==> src/rtl/gpio8_pkg.sv <==
package gpio8_pkg;

    // Register byte offsets
    localparam int unsigned OFS_DIR   = 32'h400;
    localparam int unsigned OFS_SENSE = 32'h404;
    localparam int unsigned OFS_BOTH  = 32'h408;
    localparam int unsigned OFS_EVT   = 32'h40C;
    localparam int unsigned OFS_IEN   = 32'h410;
    localparam int unsigned OFS_RAW   = 32'h414;
    localparam int unsigned OFS_MSK   = 32'h418;
    localparam int unsigned OFS_CLR   = 32'h41C;

    // Per-pin edge-capture state
    typedef enum logic {
        PIN_IDLE = 1'b0,
        PIN_PEND = 1'b1
    } pin_st_t;

endpackage

==> src/rtl/gpio8_sync.sv <==
module gpio8_sync #(
    parameter int W = 8
) (
    input  logic         clk,
    input  logic         rst_n,
    input  logic [W-1:0] async_in,
    output logic [W-1:0] sync_now,
    output logic [W-1:0] sync_prev
);
    logic [W-1:0] meta_q;

    always_ff @(posedge clk or negedge rst_n) begin
        if (!rst_n) begin
            meta_q    <= '0;
            sync_now  <= '0;
            sync_prev <= '0;
        end else begin
            meta_q    <= async_in;
            sync_now  <= meta_q;
            sync_prev <= sync_now;
        end
    end
endmodule

==> src/rtl/gpio8_pin_sense.sv <==
module gpio8_pin_sense
    import gpio8_pkg::*;
(
    input  logic clk,
    input  logic rst_n,
    input  logic lvl_now,
    input  logic lvl_prev,
    input  logic cfg_level,
    input  logic cfg_both,
    input  logic cfg_pol,
    input  logic clr_hit,
    output logic raw_sts
);
    pin_st_t st_q, st_d;
    logic rise_w, fall_w, catch_w;

    assign rise_w = lvl_now & ~lvl_prev;
    assign fall_w = ~lvl_now & lvl_prev;

    always_comb begin
        if (cfg_level)
            catch_w = 1'b0;
        else if (cfg_both)
            catch_w = rise_w | fall_w;
        else
            catch_w = cfg_pol ? rise_w : fall_w;
    end

    // State register
    always_ff @(posedge clk or negedge rst_n) begin
        if (!rst_n) st_q <= PIN_IDLE;
        else        st_q <= st_d;
    end

    // Next state: catch wins over release
    always_comb begin
        st_d = st_q;
        unique case (st_q)
            PIN_IDLE: if (catch_w) st_d = PIN_PEND;
            PIN_PEND: if (clr_hit && !catch_w) st_d = PIN_IDLE;
            default:  st_d = PIN_IDLE;
        endcase
    end

    // Output: live level condition, or held edge state
    always_comb begin
        if (cfg_level) raw_sts = (lvl_now == cfg_pol);
        else           raw_sts = (st_q == PIN_PEND);
    end
endmodule

==> src/rtl/gpio8_regfile.sv <==
module gpio8_regfile
    import gpio8_pkg::*;
#(
    parameter int NPIN   = 8,
    parameter int ADDR_W = 12
) (
    input  logic              clk,
    input  logic              rst_n,
    input  logic [ADDR_W-1:0] bus_addr,
    input  logic              bus_we,
    input  logic [NPIN-1:0]   bus_wdata,
    output logic [NPIN-1:0]   bus_rdata,
    input  logic [NPIN-1:0]   pin_sync,
    input  logic [NPIN-1:0]   raw_sts,
    output logic [NPIN-1:0]   dir_q,
    output logic [NPIN-1:0]   dout_q,
    output logic [NPIN-1:0]   sense_q,
    output logic [NPIN-1:0]   both_q,
    output logic [NPIN-1:0]   evt_q,
    output logic [NPIN-1:0]   ien_q,
    output logic [NPIN-1:0]   clr_mask
);
    localparam logic [ADDR_W-1:0] A_DIR   = ADDR_W'(OFS_DIR);
    localparam logic [ADDR_W-1:0] A_SENSE = ADDR_W'(OFS_SENSE);
    localparam logic [ADDR_W-1:0] A_BOTH  = ADDR_W'(OFS_BOTH);
    localparam logic [ADDR_W-1:0] A_EVT   = ADDR_W'(OFS_EVT);
    localparam logic [ADDR_W-1:0] A_IEN   = ADDR_W'(OFS_IEN);
    localparam logic [ADDR_W-1:0] A_RAW   = ADDR_W'(OFS_RAW);
    localparam logic [ADDR_W-1:0] A_MSK   = ADDR_W'(OFS_MSK);
    localparam logic [ADDR_W-1:0] A_CLR   = ADDR_W'(OFS_CLR);

    logic              is_data;
    logic [NPIN-1:0]   sel_mask;
    logic [NPIN-1:0]   wr_bits;

    assign is_data  = (bus_addr < A_DIR);
    assign sel_mask = bus_addr[NPIN+1:2];
    assign wr_bits  = sel_mask & dir_q;
    assign clr_mask = (bus_we && bus_addr == A_CLR) ? bus_wdata : '0;

    always_ff @(posedge clk or negedge rst_n) begin
        if (!rst_n) begin
            dir_q   <= '0;
            dout_q  <= '0;
            sense_q <= '0;
            both_q  <= '0;
            evt_q   <= '0;
            ien_q   <= '0;
        end else if (bus_we) begin
            if (is_data)
                dout_q <= (dout_q & ~wr_bits) | (bus_wdata & wr_bits);
            else if (bus_addr == A_DIR)   dir_q   <= bus_wdata;
            else if (bus_addr == A_SENSE) sense_q <= bus_wdata;
            else if (bus_addr == A_BOTH)  both_q  <= bus_wdata;
            else if (bus_addr == A_EVT)   evt_q   <= bus_wdata;
            else if (bus_addr == A_IEN)   ien_q   <= bus_wdata;
        end
    end

    always_comb begin
        bus_rdata = '0;
        if (is_data) begin
            bus_rdata = ((dir_q & dout_q) | (~dir_q & pin_sync)) & sel_mask;
        end else begin
            case (bus_addr)
                A_DIR:   bus_rdata = dir_q;
                A_SENSE: bus_rdata = sense_q;
                A_BOTH:  bus_rdata = both_q;
                A_EVT:   bus_rdata = evt_q;
                A_IEN:   bus_rdata = ien_q;
                A_RAW:   bus_rdata = raw_sts;
                A_MSK:   bus_rdata = raw_sts & ien_q;
                default: bus_rdata = '0;
            endcase
        end
    end
endmodule

==> src/rtl/gpio8_irq_ctrl.sv <==
module gpio8_irq_ctrl #(
    parameter int NPIN   = 8,
    parameter int ADDR_W = 12
) (
    input  logic              clk,
    input  logic              rst_n,
    input  logic [ADDR_W-1:0] bus_addr,
    input  logic              bus_we,
    input  logic [NPIN-1:0]   bus_wdata,
    output logic [NPIN-1:0]   bus_rdata,
    input  logic [NPIN-1:0]   pin_in,
    output logic [NPIN-1:0]   pin_out,
    output logic [NPIN-1:0]   pin_oe,
    output logic              irq
);
    logic [NPIN-1:0] s_now, s_prev;
    logic [NPIN-1:0] dir_q, dout_q, sense_q, both_q, evt_q, ien_q, clr_mask;
    logic [NPIN-1:0] raw_sts;

    gpio8_sync #(.W(NPIN)) u_sync (
        .clk       (clk),
        .rst_n     (rst_n),
        .async_in  (pin_in),
        .sync_now  (s_now),
        .sync_prev (s_prev)
    );

    gpio8_regfile #(.NPIN(NPIN), .ADDR_W(ADDR_W)) u_regs (
        .clk       (clk),
        .rst_n     (rst_n),
        .bus_addr  (bus_addr),
        .bus_we    (bus_we),
        .bus_wdata (bus_wdata),
        .bus_rdata (bus_rdata),
        .pin_sync  (s_now),
        .raw_sts   (raw_sts),
        .dir_q     (dir_q),
        .dout_q    (dout_q),
        .sense_q   (sense_q),
        .both_q    (both_q),
        .evt_q     (evt_q),
        .ien_q     (ien_q),
        .clr_mask  (clr_mask)
    );

    for (genvar g = 0; g < NPIN; g++) begin : g_pin
        gpio8_pin_sense u_sense (
            .clk       (clk),
            .rst_n     (rst_n),
            .lvl_now   (s_now[g]),
            .lvl_prev  (s_prev[g]),
            .cfg_level (sense_q[g]),
            .cfg_both  (both_q[g]),
            .cfg_pol   (evt_q[g]),
            .clr_hit   (clr_mask[g]),
            .raw_sts   (raw_sts[g])
        );
    end

    assign pin_oe  = dir_q;
    assign pin_out = dout_q;
    assign irq     = |(raw_sts & ien_q);
endmodule

==> config.mk <==
export PLATFORM = sky130hd
export DESIGN_NAME = gpio8_irq_ctrl
export DESIGN_NICKNAME = d
export VERILOG_FILES = /design/src/rtl/gpio8_pkg.sv /design/src/rtl/gpio8_sync.sv /design/src/rtl/gpio8_pin_sense.sv /design/src/rtl/gpio8_regfile.sv /design/src/rtl/gpio8_irq_ctrl.sv
export SDC_FILE = /design/constraint.sdc
export NUM_CORES = 1
export LEC_CHECK = 0
export ABC_AREA = 1
export CORE_UTILIZATION = 50
export CTS_BUF_LIST = sky130_fd_sc_hd__clkbuf_16
export CTS_CLUSTER_SIZE = 25
export DETAILED_ROUTE_END_ITERATION = 12
export PLACE_DENSITY = 0.73
export SYNTH_ARGS = -nofsm -noshare
export SYNTH_HDL_FRONTEND = slang
export SYNTH_SLANG_ARGS = --single-unit
export TNS_END_PERCENT = 100
==> constraint.sdc <==
create_clock -name clk -period 3.06 [get_ports clk]
set_input_delay 0.612 -clock clk [delete_from_list [all_inputs] [get_ports clk]]
set_output_delay 0.612 -clock clk [all_outputs]
set_load 0.1 [all_outputs]
==> results of run 1 <==
[power by group through the flow]
stage | clock [µW] | sequential (µW) | combinational [µW]
after CTS | 982 | 1090 | 209
after detailed placement | 0 | 1110 | 208
after global routing | 1030 | 1100 | 234
final | 975 | 1090 | 214
after floorplan | 0 | 1110 | 88.1
after global placement | 0 | 1110 | 205
[cell usage after synthesis (all sizes together)]
master / number
nand3: 80
or2: 7
nand2: 169
nand4: 1
a21oi: 8
nor2: 43
dfrtp: 80
o2111ai: 8
inv: 88
ha: 16
o21ai: 63
buf: 10
[kinds of logic (layout without fill, tap and decap cells)]
logic type / after synthesis / in the layout / synth area share [%]
compound gates: 79 / 79 / 9.76
buf+inv: 98 / 182 / 9.04
fa+ha+maj: 16 / 16 / 4.59
simple gates: 300 / 300 / 30.7
flops: 80 / 80 / 45.9
[path summary, 6_finish.rpt]
kind	from	endpoint	slack, ns	cells after the start
hold / removal	u_sync.meta_q[1]$_DFF_PN0_	u_sync.sync_now[1]$_DFF_PN0_	0.35	0
setup / recovery	bus_addr[7]	bus_rdata[3]	0.005	11
hold reg to reg	u_sync.meta_q[1]$_DFF_PN0_	u_sync.sync_now[1]$_DFF_PN0_	0.35	0
setup reg to reg	u_sync.sync_now[2]$_DFF_PN0_	g_pin[2].u_sense.st_q$_DFF_PN0_	1.94	6
min in group asynchronous	rst_n	u_sync.sync_now[1]$_DFF_PN0_	0.40	1
max in group asynchronous	rst_n	u_regs.ien_q[0]$_DFFE_PN0P_	1.94	1
[what timing repair did]
action / CTS / global route
resized for setup: 0 / 21
buffers inserted: 0 / 8
setup endpoints to repair: 0 / 8
[per-layer routing]
metal  global-route usage (%)  vias to the layer above  wire length [µm]
li1                         -                     1993                 -
met1                     37.0                     1892              5180
met2                     43.0                      213              5480
met3                     4.63                       27              1090
met4                     12.9                        0               268
met5                        0                        -                 0
[worst reg2reg max path, stage by stage (launching register included)]
cell     delay, ns
dfrtp_1       0.45
inv_1         0.10
ha_1          0.18
nand2_1       0.08
nand3_1       0.07
nand2_1       0.07
nand2_1       0.05
[layout make-up]
cell class,count,area (µm²),area share (%)
Inverter,88,333,5.93
Clock inverter,7,40.0,0.714
Clock buffer,9,225,4.02
Timing Repair Buffer,78,870,15.5
Multi-Input combinational cell,395,2010,35.8
Tap cell,105,131,2.34
Sequential cell,80,2000,35.7
[per-stage QoR]
step	worst slack [ns]	hold WS (ns)
finish	0.00533	0.348
global route	-0.0183	0.355
CTS	0.00793	0.349
detailed placement	0.0568	0.335
global placement	0.0521	0.332
floorplan	0.305	0.316
[sequential cells by signal, summed over array words and instances, names as in the netlist, named ones only]
signal / cells
u_regs.both_q: 8
u_sync.sync_prev: 8
u_sync.meta_q: 8
g_pin.u_sense.st_q: 8
u_regs.sense_q: 8
u_regs.dir_q: 8
u_regs.evt_q: 8
u_sync.sync_now: 8
u_regs.ien_q: 8
==> flow_summary.json, run 1 <==
{
  "port_buffers": 55,
  "clock_path_buffers": 2,
  "tightest_slew_ns": 1.02,
  "synth_area_mm2": 0.00436,
  "cts_tree": "done",
  "power_density_mw_per_mm2": 407,
  "tns_ns": 0,
  "ys_types": 20,
  "max_cap_viol_count": 0,
  "ys_ff_latch": 80,
  "slew_headroom_pct": 31.8,
  "area_delta_synth_final_pct": 28.7,
  "crit_path_start_kind": "input pin",
  "vdd_drop_max_mv": 0.272,
  "power_frac_comb_pct": 9.4,
  "route.detailed.drc": 0,
  "n_fill_cell": 687,
  "crit_chain": "clkdlybuf4s50_1, nor2_2, nand2_1, nor2_4, clkbuf_16, buf_6, nand3_1, nand2_1, nor2_1, nand3_1, buf_12",
  "arrival_ns": 2.44,
  "coreArea_mm2": 0.00834,
  "first_global_vias": 3743,
  "min_period_over_period_pct": 99.8,
  "hold_viol_final": 0,
  "grt_usage_pct": 27.4,
  "synth.avg_cell_area_um2": 7.61,
  "synth-seq-area-share_pct": 45.9,
  "grt_pass1_wl_um": 18300,
  "setup_viol": 0,
  "worstPathMaxFanout": 8,
  "p_total_uw": 2280,
  "final_common_cell": "nand2_1",
  "fin_util_pct": 67.2,
  "root_buffer": "clkbuf_16",
  "ant_nets": 0,
  "drt_first_pass_iters": 7,
  "p_seq_share_pct": 47.9,
  "cts_hold_buf": 0,
  "cts.sinks": 80,
  "synth.area.top_cells": "dfrtp_1 46%, nand2_1 15%, nand3_1 8.5%, inv_1 7.5%, o21ai_1 4.7%",
  "final_area_mm2": 0.00561,
  "cp_num_buf_inv": 4,
  "internal_power_uw": 1700,
  "wirelength_um": 12000,
  "row_count": 33,
  "grt_start_max_net_pins": 81,
  "sw_frac_of_total_pct": 25.6,
  "start_util_pct": 52.3,
  "ctsHtreeMaxLevel": 3,
  "synth_fp_nets": 620,
  "finClkSkew_ns": 0.00521,
  "min_path_type": "reg2reg",
  "synth_largest_area_cell": "dfrtp_1",
  "gp_congestion": 0.894,
  "critPathSlowestCell": "clkdlybuf4s50_1",
  "min_period_ns": 3.05,
  "cp-end-kind": "output pin",
  "final_cell_mix": "167 x nand2_1, 88 x inv_1, 80 x dfrtp_1, 73 x nand3_1, 42 x o21ai_1",
  "cts_buffers": 9,
  "vias_per_cell": 5.41,
  "wl_per_cell_um": 15.8,
  "p_leak_uw": 0.00280,
  "drive_gt1_share_pct": 14.2,
  "die_h_um": 95.4,
  "post_dp_cell_area_mm2": 0.00512,
  "overflow": 0,
  "status": "completed",
  "cp_data_required_time_ns": 2.45,
  "vias": 4125,
  "drv_slew": 0,
  "p_switching_uw": 585,
  "crit_family": "buffers and inverters",
  "hpwl_um": 7580,
  "antenna_cells": 0,
  "die_area_mm2": 0.00909,
  "p_clk_share_pct": 42.7,
  "nNetsFinal": 699,
  "max_stage_delay_ns": 0.49,
  "dp.cells": 735,
  "antenna_found_initial": 0,
  "crit_type": "in2out",
  "clock_latency_ns": 0.34,
  "ios": 56,
  "ys_warn_count": 0,
  "clk_transition_reported_paths_ns": 0.06,
  "initialDrtViolationCount": 324,
  "timing.fmax_mhz": 327,
  "layoutNonFillerInstCount": 762,
  "syn-instance-count": 573,
  "yosysTopAreaCellShare_pct": 45.9,
  "die_x_um": 95.4
}
Power figures use the tool's default switching activity.
==> run 2, diff against run 1 <==
Settings changed: CAP_MARGIN set to 10.
==> results of run 2 <==
Same layout as run 1: the final DEF is identical, and so are final timing and power.
==> run 3, diff against run 2 <==
Settings changed: ABC_AREA 1 to not set, PLACE_DENSITY 0.73 to 0.74.
==> flow_summary.json, run 3 <==
{
  "status": "completed",
  "first_global_vias": 3112,
  "hold_viol_final": 0,
  "r2r-end": "g_pin[3].u_sense.st_q$_DFF_PN0_",
  "clock_latency_ns": 0.34,
  "port_buffers": 55,
  "ctsHtreeMaxLevel": 3,
  "ant_nets": 0,
  "synth_top_flop_cell": "dfrtp_1",
  "wirelength_um": 9970,
  "row_count": 32,
  "n_fill_cell": 567,
  "synth-seq-area-share_pct": 48.2,
  "min_delay_path_depth": 0,
  "vias_per_cell": 5.73,
  "synth_largest_area_cell": "dfrtp_1",
  "power_density_mw_per_mm2": 420,
  "vias": 3138,
  "yosysTopAreaCellShare_pct": 48.2,
  "synthTopCellsByCount": "80 x dfrtp_1, 57 x mux2_2, 26 x nand2_1",
  "cp-end-kind": "output pin",
  "seq_area_mm2": 0.00201,
  "async_flop_share_pct": 100,
  "initialDrtViolationCount": 146,
  "worstReg2RegStart": "u_sync.sync_now[3]$_DFF_PN0_",
  "drt_first_pass_iters": 4,
  "grt_pass1_wl_um": 16000,
  "antenna_cells": 0,
  "vdd_drop_max_mv": 0.313,
  "setup.worst_path.start": "bus_addr[1]",
  "setup_slack_ns": 0.0784,
  "max_cap_viol_count": 0,
  "die_h_um": 93.1,
  "drive_gt1_share_pct": 37.2,
  "gp_congestion": 0.838,
  "synth_most_common_cell": "dfrtp_1",
  "area_delta_synth_final_pct": 31.3,
  "cts_buffers": 9,
  "worstPathMaxFanout": 5,
  "synth_fp_nets": 394,
  "min_period_ns": 2.98,
  "cts_tree": "done",
  "rsz0062_at_grt": "no",
  "grt_start_max_net_pins": 81,
  "reg2reg_depth": 5,
  "final_cell_mix": "74 x dfrtp_1, 57 x mux2_2, 53 x buf_4, 26 x nand2_1, 25 x clkdlybuf4s50_1",
  "ys_types": 45,
  "synth_edf_count": 0,
  "tightest_slew_ns": 0.984,
  "hpwl_um": 7150,
  "root_buffer": "clkbuf_16",
  "antenna_found_initial": 0,
  "multi_input_area_mm2": 0.00204,
  "final_common_cell": "dfrtp_1",
  "coreArea_mm2": 0.00789,
  "route.detailed.drc": 0,
  "overflow": 0,
  "timing.fmax_mhz": 335,
  "crit_type": "in2out",
  "cts.sinks": 80,
  "min_period_over_period_pct": 97.4,
  "cts_hold_buf": 0,
  "start_util_pct": 52.6,
  "synth.area.top_cells": "dfrtp_1 48%, mux2_2 15%, ha_1 4.8%, mux2i_1 3.6%, mux2_4 2.9%",
  "synth.avg_cell_area_um2": 12.0,
  "die_area_mm2": 0.00867,
  "ios": 56,
  "die_x_um": 93.1,
  "r2r_slack_ns": 1.70,
  "ys_ff_latch": 80,
  "p_leak_uw": 0.00258,
  "crit_path_start_kind": "input pin",
  "setup_viol": 0,
  "wl_per_cell_um": 18.2,
  "syn-instance-count": 347,
  "drv_slew": 0,
  "ys_warn_count": 0,
  "grt_usage_pct": 24.7,
  "pre_cts_slack_ns": -0.0273,
  "nNetsFinal": 488,
  "fin_util_pct": 69.1,
  "min_path_type": "reg2reg",
  "arrival_ns": 2.37,
  "clock_path_buffers": 2,
  "endpoint": "bus_rdata[0]",
  "cp_data_required_time_ns": 2.45,
  "finClkSkew_ns": 0.00345,
  "synth_area_mm2": 0.00415,
  "slew_headroom_pct": 34.4,
  "clk_transition_reported_paths_ns": 0.06
}
[run 3: changes by cell type after synthesis, moves of 15 or more]
cell | before | now
nand3_1 | 74 | 21
nand2_1 | 169 | 26
mux2i_1 | 0 | 15
mux2_2 | 0 | 57
nor2_1 | 36 | 3
inv_1 | 87 | 18
o21ai_1 | 41 | 0
[run 3: worst min-delay path by stage]
stage                                           from                            to  slack (ns)
after floorplan                                rst_n    asynchronous set/reset pin        0.32
after global placement    u_sync.meta_q[6]$_DFF_PN0_  u_sync.sync_now[6]$_DFF_PN0_        0.33
after detailed placement  u_sync.meta_q[1]$_DFF_PN0_  u_sync.sync_now[1]$_DFF_PN0_        0.33
after CTS                 u_sync.meta_q[2]$_DFF_PN0_  u_sync.sync_now[2]$_DFF_PN0_        0.35
after global routing      u_sync.meta_q[3]$_DFF_PN0_  u_sync.sync_now[3]$_DFF_PN0_        0.35
final                     u_sync.meta_q[4]$_DFF_PN0_  u_sync.sync_now[4]$_DFF_PN0_        0.35
[run 3: layout make-up]
| class | count | share of cell area, % |
|---|---|---|
| sequential | 80 | 36.9 |
| tap | 102 | 2.34 |
| inverter | 18 | 1.24 |
| timing repair buffer | 96 | 17.2 |
| clock buffer | 9 | 4.13 |
| clock inverter | 7 | 0.735 |
| multi-input combinational | 236 | 37.5 |
[run 3: timing repair]
action / 4_1_cts / 5_1_grt
setup endpoints to repair: 3 / 3
gates resized for setup: 3 / 7
hold endpoints to repair: 0 / 0
setup buffers: 3 / 0
pin swaps: 3 / 4
[run 3: where the power goes]
part	internal (µW)	leakage [µW]	switching, µW	total, µW
combinational	105	0.00144	134	239
sequential	1080	0.00101	15.0	1090
clock	539	0.000126	417	957
[run 3: kinds of logic after synthesis]
family	synth area share, %
DFF	48.2
buffers and inverters	3.26
adders and majority gates	4.82
xor gates and xnor gates	1.69
AOI/OAI and AO/OA	9.65
and+or+nand+nor	10.4
muxes	22.0
[run 3: layer usage]
metal / GRT usage, % / wire length, µm
met3: 4.07 / 560
met1: 32.2 / 4280
met4: 8.85 / 201
met2: 41.5 / 4930
met5: 0 / 0
[run 3: stage by stage]
stage,power (µW),TNS (ns),cell area (µm²),std cells,hold WS [ns]
after floorplan,1220,-1.27,4210,347,0.316
after global placement,1340,-0.00872,5130,529,0.331
after detailed placement,1350,-0.0273,5130,529,0.335
after CTS,2300,0,5420,548,0.347
after global routing,2370,0,5450,548,0.354
final,2290,0,5450,548,0.346
[run 3: critical path, cell delays in order]
cell,delay (ns)
clkdlybuf4s50_1,0.44
nor4_4,0.34
nand3_2,0.22
buf_6,0.17
o211ai_1,0.24
buf_4,0.18
buf_12,0.16
